[src/rtl/szalu_pkg.sv]
package szalu_pkg;
  localparam int DATA_W    = 32;
  localparam int NUM_SIZES = 3;
  localparam int OP_W      = 3;
  localparam int SIZE_W    = 2;

  typedef enum logic [OP_W-1:0] {
    OP_ADD = 3'd0, OP_SUB = 3'd1, OP_AND = 3'd2, OP_OR = 3'd3,
    OP_XOR = 3'd4, OP_NOT = 3'd5, OP_PS6 = 3'd6, OP_PS7 = 3'd7
  } op_e;

  typedef struct packed {
    logic x;
    logic n;
    logic z;
    logic v;
    logic c;
  } ccr_t;

  // lane width for size index k
  function automatic int lane_w(input int k);
    return 8 << k;
  endfunction

  // carry and signed overflow of one lane: returns {carry, ovf}
  function automatic logic [1:0] lane_cv(input logic [DATA_W-1:0] a,
                                         input logic [DATA_W-1:0] b,
                                         input logic cin, input int w);
    logic [DATA_W:0] s;
    logic [DATA_W-1:0] m;
    m = (w >= DATA_W) ? '1 : ((DATA_W'(1) << w) - DATA_W'(1));
    s = {1'b0, a & m} + {1'b0, b & m} + {{DATA_W{1'b0}}, cin};
    return {s[w], (a[w-1] == b[w-1]) && (s[w-1] != a[w-1])};
  endfunction
endpackage

[src/rtl/szalu_mask.sv]
module szalu_mask
  import szalu_pkg::*;
#(
  parameter int DW = DATA_W,
  parameter int NS = NUM_SIZES
) (
  input  logic [SIZE_W-1:0] size_i,
  output logic [NS-1:0]     sel_o,
  output logic [DW-1:0]     mask_o
);
  logic [NS-1:0][DW-1:0] lane_mask;

  for (genvar k = 0; k < NS; k++) begin : g_lane
    localparam int W = 8 << k;
    if (k == NS - 1) begin : g_top
      assign sel_o[k] = (size_i >= SIZE_W'(k));
    end else begin : g_low
      assign sel_o[k] = (size_i == SIZE_W'(k));
    end
    assign lane_mask[k] = sel_o[k] ? DW'((64'd1 << W) - 64'd1) : '0;
  end

  always_comb begin
    mask_o = '0;
    for (int k = 0; k < NS; k++) mask_o = mask_o | lane_mask[k];
  end
endmodule

[src/rtl/szalu_arith.sv]
module szalu_arith
  import szalu_pkg::*;
#(
  parameter int DW = DATA_W,
  parameter int NS = NUM_SIZES
) (
  input  logic [DW-1:0] src1_i,
  input  logic [DW-1:0] src2_i,
  input  logic          sub_i,
  input  logic [NS-1:0] sel_i,
  output logic [DW-1:0] sum_o,
  output logic          carry_o,
  output logic          ovf_o
);
  logic [DW-1:0] b_eff;
  logic [DW:0]   full;
  logic [NS-1:0] cvec;
  logic [NS-1:0] vvec;

  assign b_eff = sub_i ? ~src1_i : src1_i;
  assign full  = {1'b0, src2_i} + {1'b0, b_eff} + {{DW{1'b0}}, sub_i};
  assign sum_o = full[DW-1:0];

  for (genvar k = 0; k < NS; k++) begin : g_cv
    localparam int W = 8 << k;
    logic [1:0] cv;
    assign cv      = lane_cv(src2_i, b_eff, sub_i, W);
    assign cvec[k] = cv[1] ^ sub_i;   // borrow is inverted carry
    assign vvec[k] = cv[0];
  end

  assign carry_o = |(cvec & sel_i);
  assign ovf_o   = |(vvec & sel_i);
endmodule

[src/rtl/szalu_logic.sv]
module szalu_logic
  import szalu_pkg::*;
#(
  parameter int DW = DATA_W
) (
  input  logic [OP_W-1:0] op_i,
  input  logic [DW-1:0]   src1_i,
  input  logic [DW-1:0]   src2_i,
  output logic [DW-1:0]   res_o
);
  always_comb begin
    unique case (op_e'(op_i))
      OP_AND:  res_o = src1_i & src2_i;
      OP_OR:   res_o = src1_i | src2_i;
      OP_XOR:  res_o = src1_i ^ src2_i;
      OP_NOT:  res_o = ~src2_i;
      default: res_o = src2_i;
    endcase
  end
endmodule

[src/rtl/szalu_flags.sv]
module szalu_flags
  import szalu_pkg::*;
#(
  parameter int DW = DATA_W,
  parameter int NS = NUM_SIZES
) (
  input  logic [DW-1:0] res_m_i,
  input  logic [NS-1:0] sel_i,
  input  logic          arith_i,
  input  logic          carry_i,
  input  logic          ovf_i,
  input  logic          x_i,
  output ccr_t          ccr_o
);
  logic [NS-1:0] msbvec;

  for (genvar k = 0; k < NS; k++) begin : g_msb
    localparam int W = 8 << k;
    assign msbvec[k] = res_m_i[W-1];
  end

  always_comb begin
    ccr_o.n = |(msbvec & sel_i);
    ccr_o.z = (res_m_i == '0);
    ccr_o.c = arith_i & carry_i;
    ccr_o.v = arith_i & ovf_i;
    ccr_o.x = arith_i ? carry_i : x_i;
  end
endmodule

[src/rtl/szalu.sv]
module szalu
  import szalu_pkg::*;
#(
  parameter int DW = DATA_W,
  parameter int NS = NUM_SIZES
) (
  input  logic [OP_W-1:0]   op_i,
  input  logic [SIZE_W-1:0] size_i,
  input  logic [DW-1:0]     src1_i,
  input  logic [DW-1:0]     src2_i,
  input  logic              x_i,
  output logic [DW-1:0]     result_o,
  output logic [4:0]        ccr_o
);
  logic [NS-1:0] sel;
  logic [DW-1:0] mask;
  logic [DW-1:0] sum;
  logic [DW-1:0] logic_res;
  logic [DW-1:0] raw_res;
  logic [DW-1:0] res_masked;
  logic          carry_out;
  logic          ovf_out;
  logic          is_arith;
  ccr_t          ccr;

  assign is_arith = (op_i == OP_ADD) || (op_i == OP_SUB);

  szalu_mask  #(.DW(DW), .NS(NS)) u_mask (
    .size_i(size_i), .sel_o(sel), .mask_o(mask));

  szalu_arith #(.DW(DW), .NS(NS)) u_arith (
    .src1_i(src1_i), .src2_i(src2_i), .sub_i(op_i == OP_SUB),
    .sel_i(sel), .sum_o(sum), .carry_o(carry_out), .ovf_o(ovf_out));

  szalu_logic #(.DW(DW)) u_logic (
    .op_i(op_i), .src1_i(src1_i), .src2_i(src2_i), .res_o(logic_res));

  assign raw_res    = is_arith ? sum : logic_res;
  assign res_masked = raw_res & mask;

  szalu_flags #(.DW(DW), .NS(NS)) u_flags (
    .res_m_i(res_masked), .sel_i(sel), .arith_i(is_arith),
    .carry_i(carry_out), .ovf_i(ovf_out), .x_i(x_i), .ccr_o(ccr));

  assign result_o = res_masked | (src2_i & ~mask);
  assign ccr_o    = ccr;
endmodule

[config.mk]
export PLATFORM = sky130hd
export DESIGN_NAME = szalu
export DESIGN_NICKNAME = d
export VERILOG_FILES = /design/src/rtl/szalu_pkg.sv /design/src/rtl/szalu_mask.sv /design/src/rtl/szalu_arith.sv /design/src/rtl/szalu_logic.sv /design/src/rtl/szalu_flags.sv /design/src/rtl/szalu.sv
export SDC_FILE = /design/constraint.sdc
export NUM_CORES = 1
export LEC_CHECK = 0
export ABC_CLOCK_PERIOD_IN_PS = 8100
export BUFFER_PORTS_ARGS = -buffer_cell sky130_fd_sc_hd__buf_2
export CAP_MARGIN = 20
export CORE_UTILIZATION = 55
export DETAILED_ROUTE_END_ITERATION = 8
export GPL_TIMING_DRIVEN = 0
export MAX_ROUTING_LAYER = met4
export PLACE_DENSITY = 0.79
export SYNTH_ARGS = -nofsm -noshare
export SYNTH_HDL_FRONTEND = slang
export SYNTH_HIERARCHICAL = 1
export SYNTH_SLANG_ARGS = --single-unit
[constraint.sdc]
create_clock -name vclk -period 8.1
set_clock_uncertainty 0.1 [all_clocks]
set_input_delay 1.62 -clock vclk [all_inputs]
set_output_delay 1.62 -clock vclk [all_outputs]
set_load 0.02 [all_outputs]
==> flow_summary.toml <==
[status]
outcome = "completed"

[worst_hold_path]
hold_path.class = "input pin to output port"

[cells_and_area]
drive_gt1_share_pct = 27.0
post-route-util_pct = 66.0
fillers = 1035
most-common-layout-cells = "buf_2, inv_1, ha_1"
diodes = 0
final_nets = 1134
area_growth_pct = 14.7
regArea_sq_um = 0
final_cells = 1102
clockBufferCount = 0
seq_cells = 0
final_common_cell = "buf_2"
multi_input_area_sq_um = 5190

[pwr]
peakVddDrop_uv = 40.4
p_int_mw = 0.237
p_sw_mw = 0.338
p_clk_share_pct = 0
share_seq_of_total_power_pct = 0
p_per_area_nw_per_um2 = 83.2
p_leak_nw = 3.44
power_frac_comb_pct = 100.0
swShare_pct = 58.8
finalPower_mw = 0.574

[setup_path]
worst_path_dominant_cell_family = "simple AND/OR/NAND/NOR gates"
cpMaxStageDelayCell = "or4b_4"
timing.critical_path.buf_inv = 6
worstSetupEndpointType = "output port"
critPathLaunchType = "input pin"
worstPathMaxFanout = 12
cp_cell_sequence = "buf_4 > or2_1 > buf_6 > inv_2 > and2_1 > buf_6 > buf_12 > xor2_1 > ha_1 > nor2b_4 > o31a_1 > or4_4 > and2_4 > a21o_1 > a21bo_1 > or4b_4 > a21oi_4 > xnor2_1 > nand2_1 > o21ai_1 > nor4_2 > nand4_1 > nor2_2 > buf_6"
required_ps = 6380
cp.arrival_ps = 6250
crit_path_max_incr_delay_ps = 540
setup.worst_path.class = "input pin to output port"
crit_top_cell = "buf_6"

[yosys]
synth_cell_type_count = 67
netlist_area_sq_um = 6020
synth_cells = 845
yosysWarnings = 6
avgSynthCellArea_sq_um = 7.12
yosys.area.top_type_share_pct = 19.8
synth_top_area_cell = "ha_1"
synthTopCellsByArea = "ha_1, inv_1, o221ai_2, o211ai_1, xor2_1"
ys_seq_area_share_pct = 0

[global_route]
grt_first_pass_wirelength_mm = 27.8
grt_pass1_vias = 5824
gr-total-overflow = 0
grt_max_degree = 20
track_usage_pct = 30.6
antenna_found_initial = 0

[floorplanning]
die_h_um = 107
die_w_um = 107
start_util_pct = 57.5
core_region_area_sq_um = 10500
floorplan.die_area_sq_um = 11400
core.rowCount = 37
num_io_pins = 107

[timing]
tightest_slew_ps = 1030
slew_violations = 0
worst_slack_ps = 133
fin_crit_sh_pct = 98.4
max-slew-margin-rel_pct = 31.2
hold_viol = 0
fmax_mhz = 126
setup_viol = 0
finalCriticalPeriod_ps = 7970

[route]
wire_per_inst_um = 16.2
drtAntennaViolNets = 0
route.detailed.drc = 0
wl_mm = 17.8
num_vias = 6575
viasPerCell = 5.97
drtIter0Drc = 512
firstDrtPassIters = 5

[cts]
cts_hold_buf = 0

[placed_design]
dp_hpwl_mm = 14.1
dp.cells = 1094
dp_slack_ps = -840
place.gp.congestion = 0.957
port_buffers = 106

[run]
drv_cap = 0
-- metrics by stage --
step / hold slack [ps] / cell area [sq um] / setup TNS [ps]
6_report: 3480 / 6900 / 0
5_1_grt: 3510 / 6900 / -37.6
4_1_cts: 3490 / 6780 / 0
3_5_place_dp: 3490 / 6740 / -3550
3_3_place_gp: 3480 / 6740 / -3520
2_1_floorplan: 3330 / 6040 / 0
-- power by group through the flow --
stage               clock (mW)  combinational (mW)  sequential (mW)
finish                       0               0.574                0
global route                 0               0.627                0
CTS                          0               0.555                0
detailed placement           0               0.549                0
global placement             0               0.544                0
floorplan                    0               0.408                0
-- area by class of cell --
class                           instances  area share (%)
Timing Repair Buffer                  115            8.79
Inverter                              113            6.14
Multi-Input combinational cell        663            75.2
Tap cell                              136            2.47
Buffer                                 75            7.41
-- metal layers --
metal | vias to the layer above | wire length (um) | global-route usage [%]
met1 | 3001 | 8000 | 41.1
met4 | 0 | 499 | 7.05
met3 | 46 | 1210 | 1.70
met5 | - | 0 | -
li1 | 3246 | - | -
met2 | 282 | 8100 | 50.5
-- cell families (layout without fill, tap and decap cells) --
group	count (synthesis)	after routing	synth area share, %
AND/OR/NAND/NOR	215	215	18.0
XOR/XNOR	62	62	9.15
multiplexers	14	14	2.60
buffers and inverters	189	303	14.9
adder cells (fa/ha/maj)	96	96	20.1
other	1	8	0.0623
AO/OA/AOI/OAI	268	268	35.2
-- synth_stat cells (21+ instances only) --
cell / number
ha_1: 95
inv_1: 112
nor2_1: 39
o221ai_2: 28
or2_2: 21
xor2_1: 41
o21ai_0: 32
nand2_1: 83
buf_4: 34
a21oi_1: 34
o211ai_1: 53
-- worst paths after layout --
| kind | from | end | slack [ps] | cells after the start |
|---|---|---|---|---|
| setup / recovery | op_i[2] | ccr_o[2] | 130 | 24 |
| hold / removal | x_i | ccr_o[4] | 3480 | 3 |
-- repair_timing --
| item | CTS | global route |
|---|---|---|
| setup endpoints to repair | 12 | 2 |
| resized for setup | 16 | 13 |
| pin swaps | 3 | 6 |
| buffers inserted | 0 | 9 |
(Power assumes the default switching activity.)
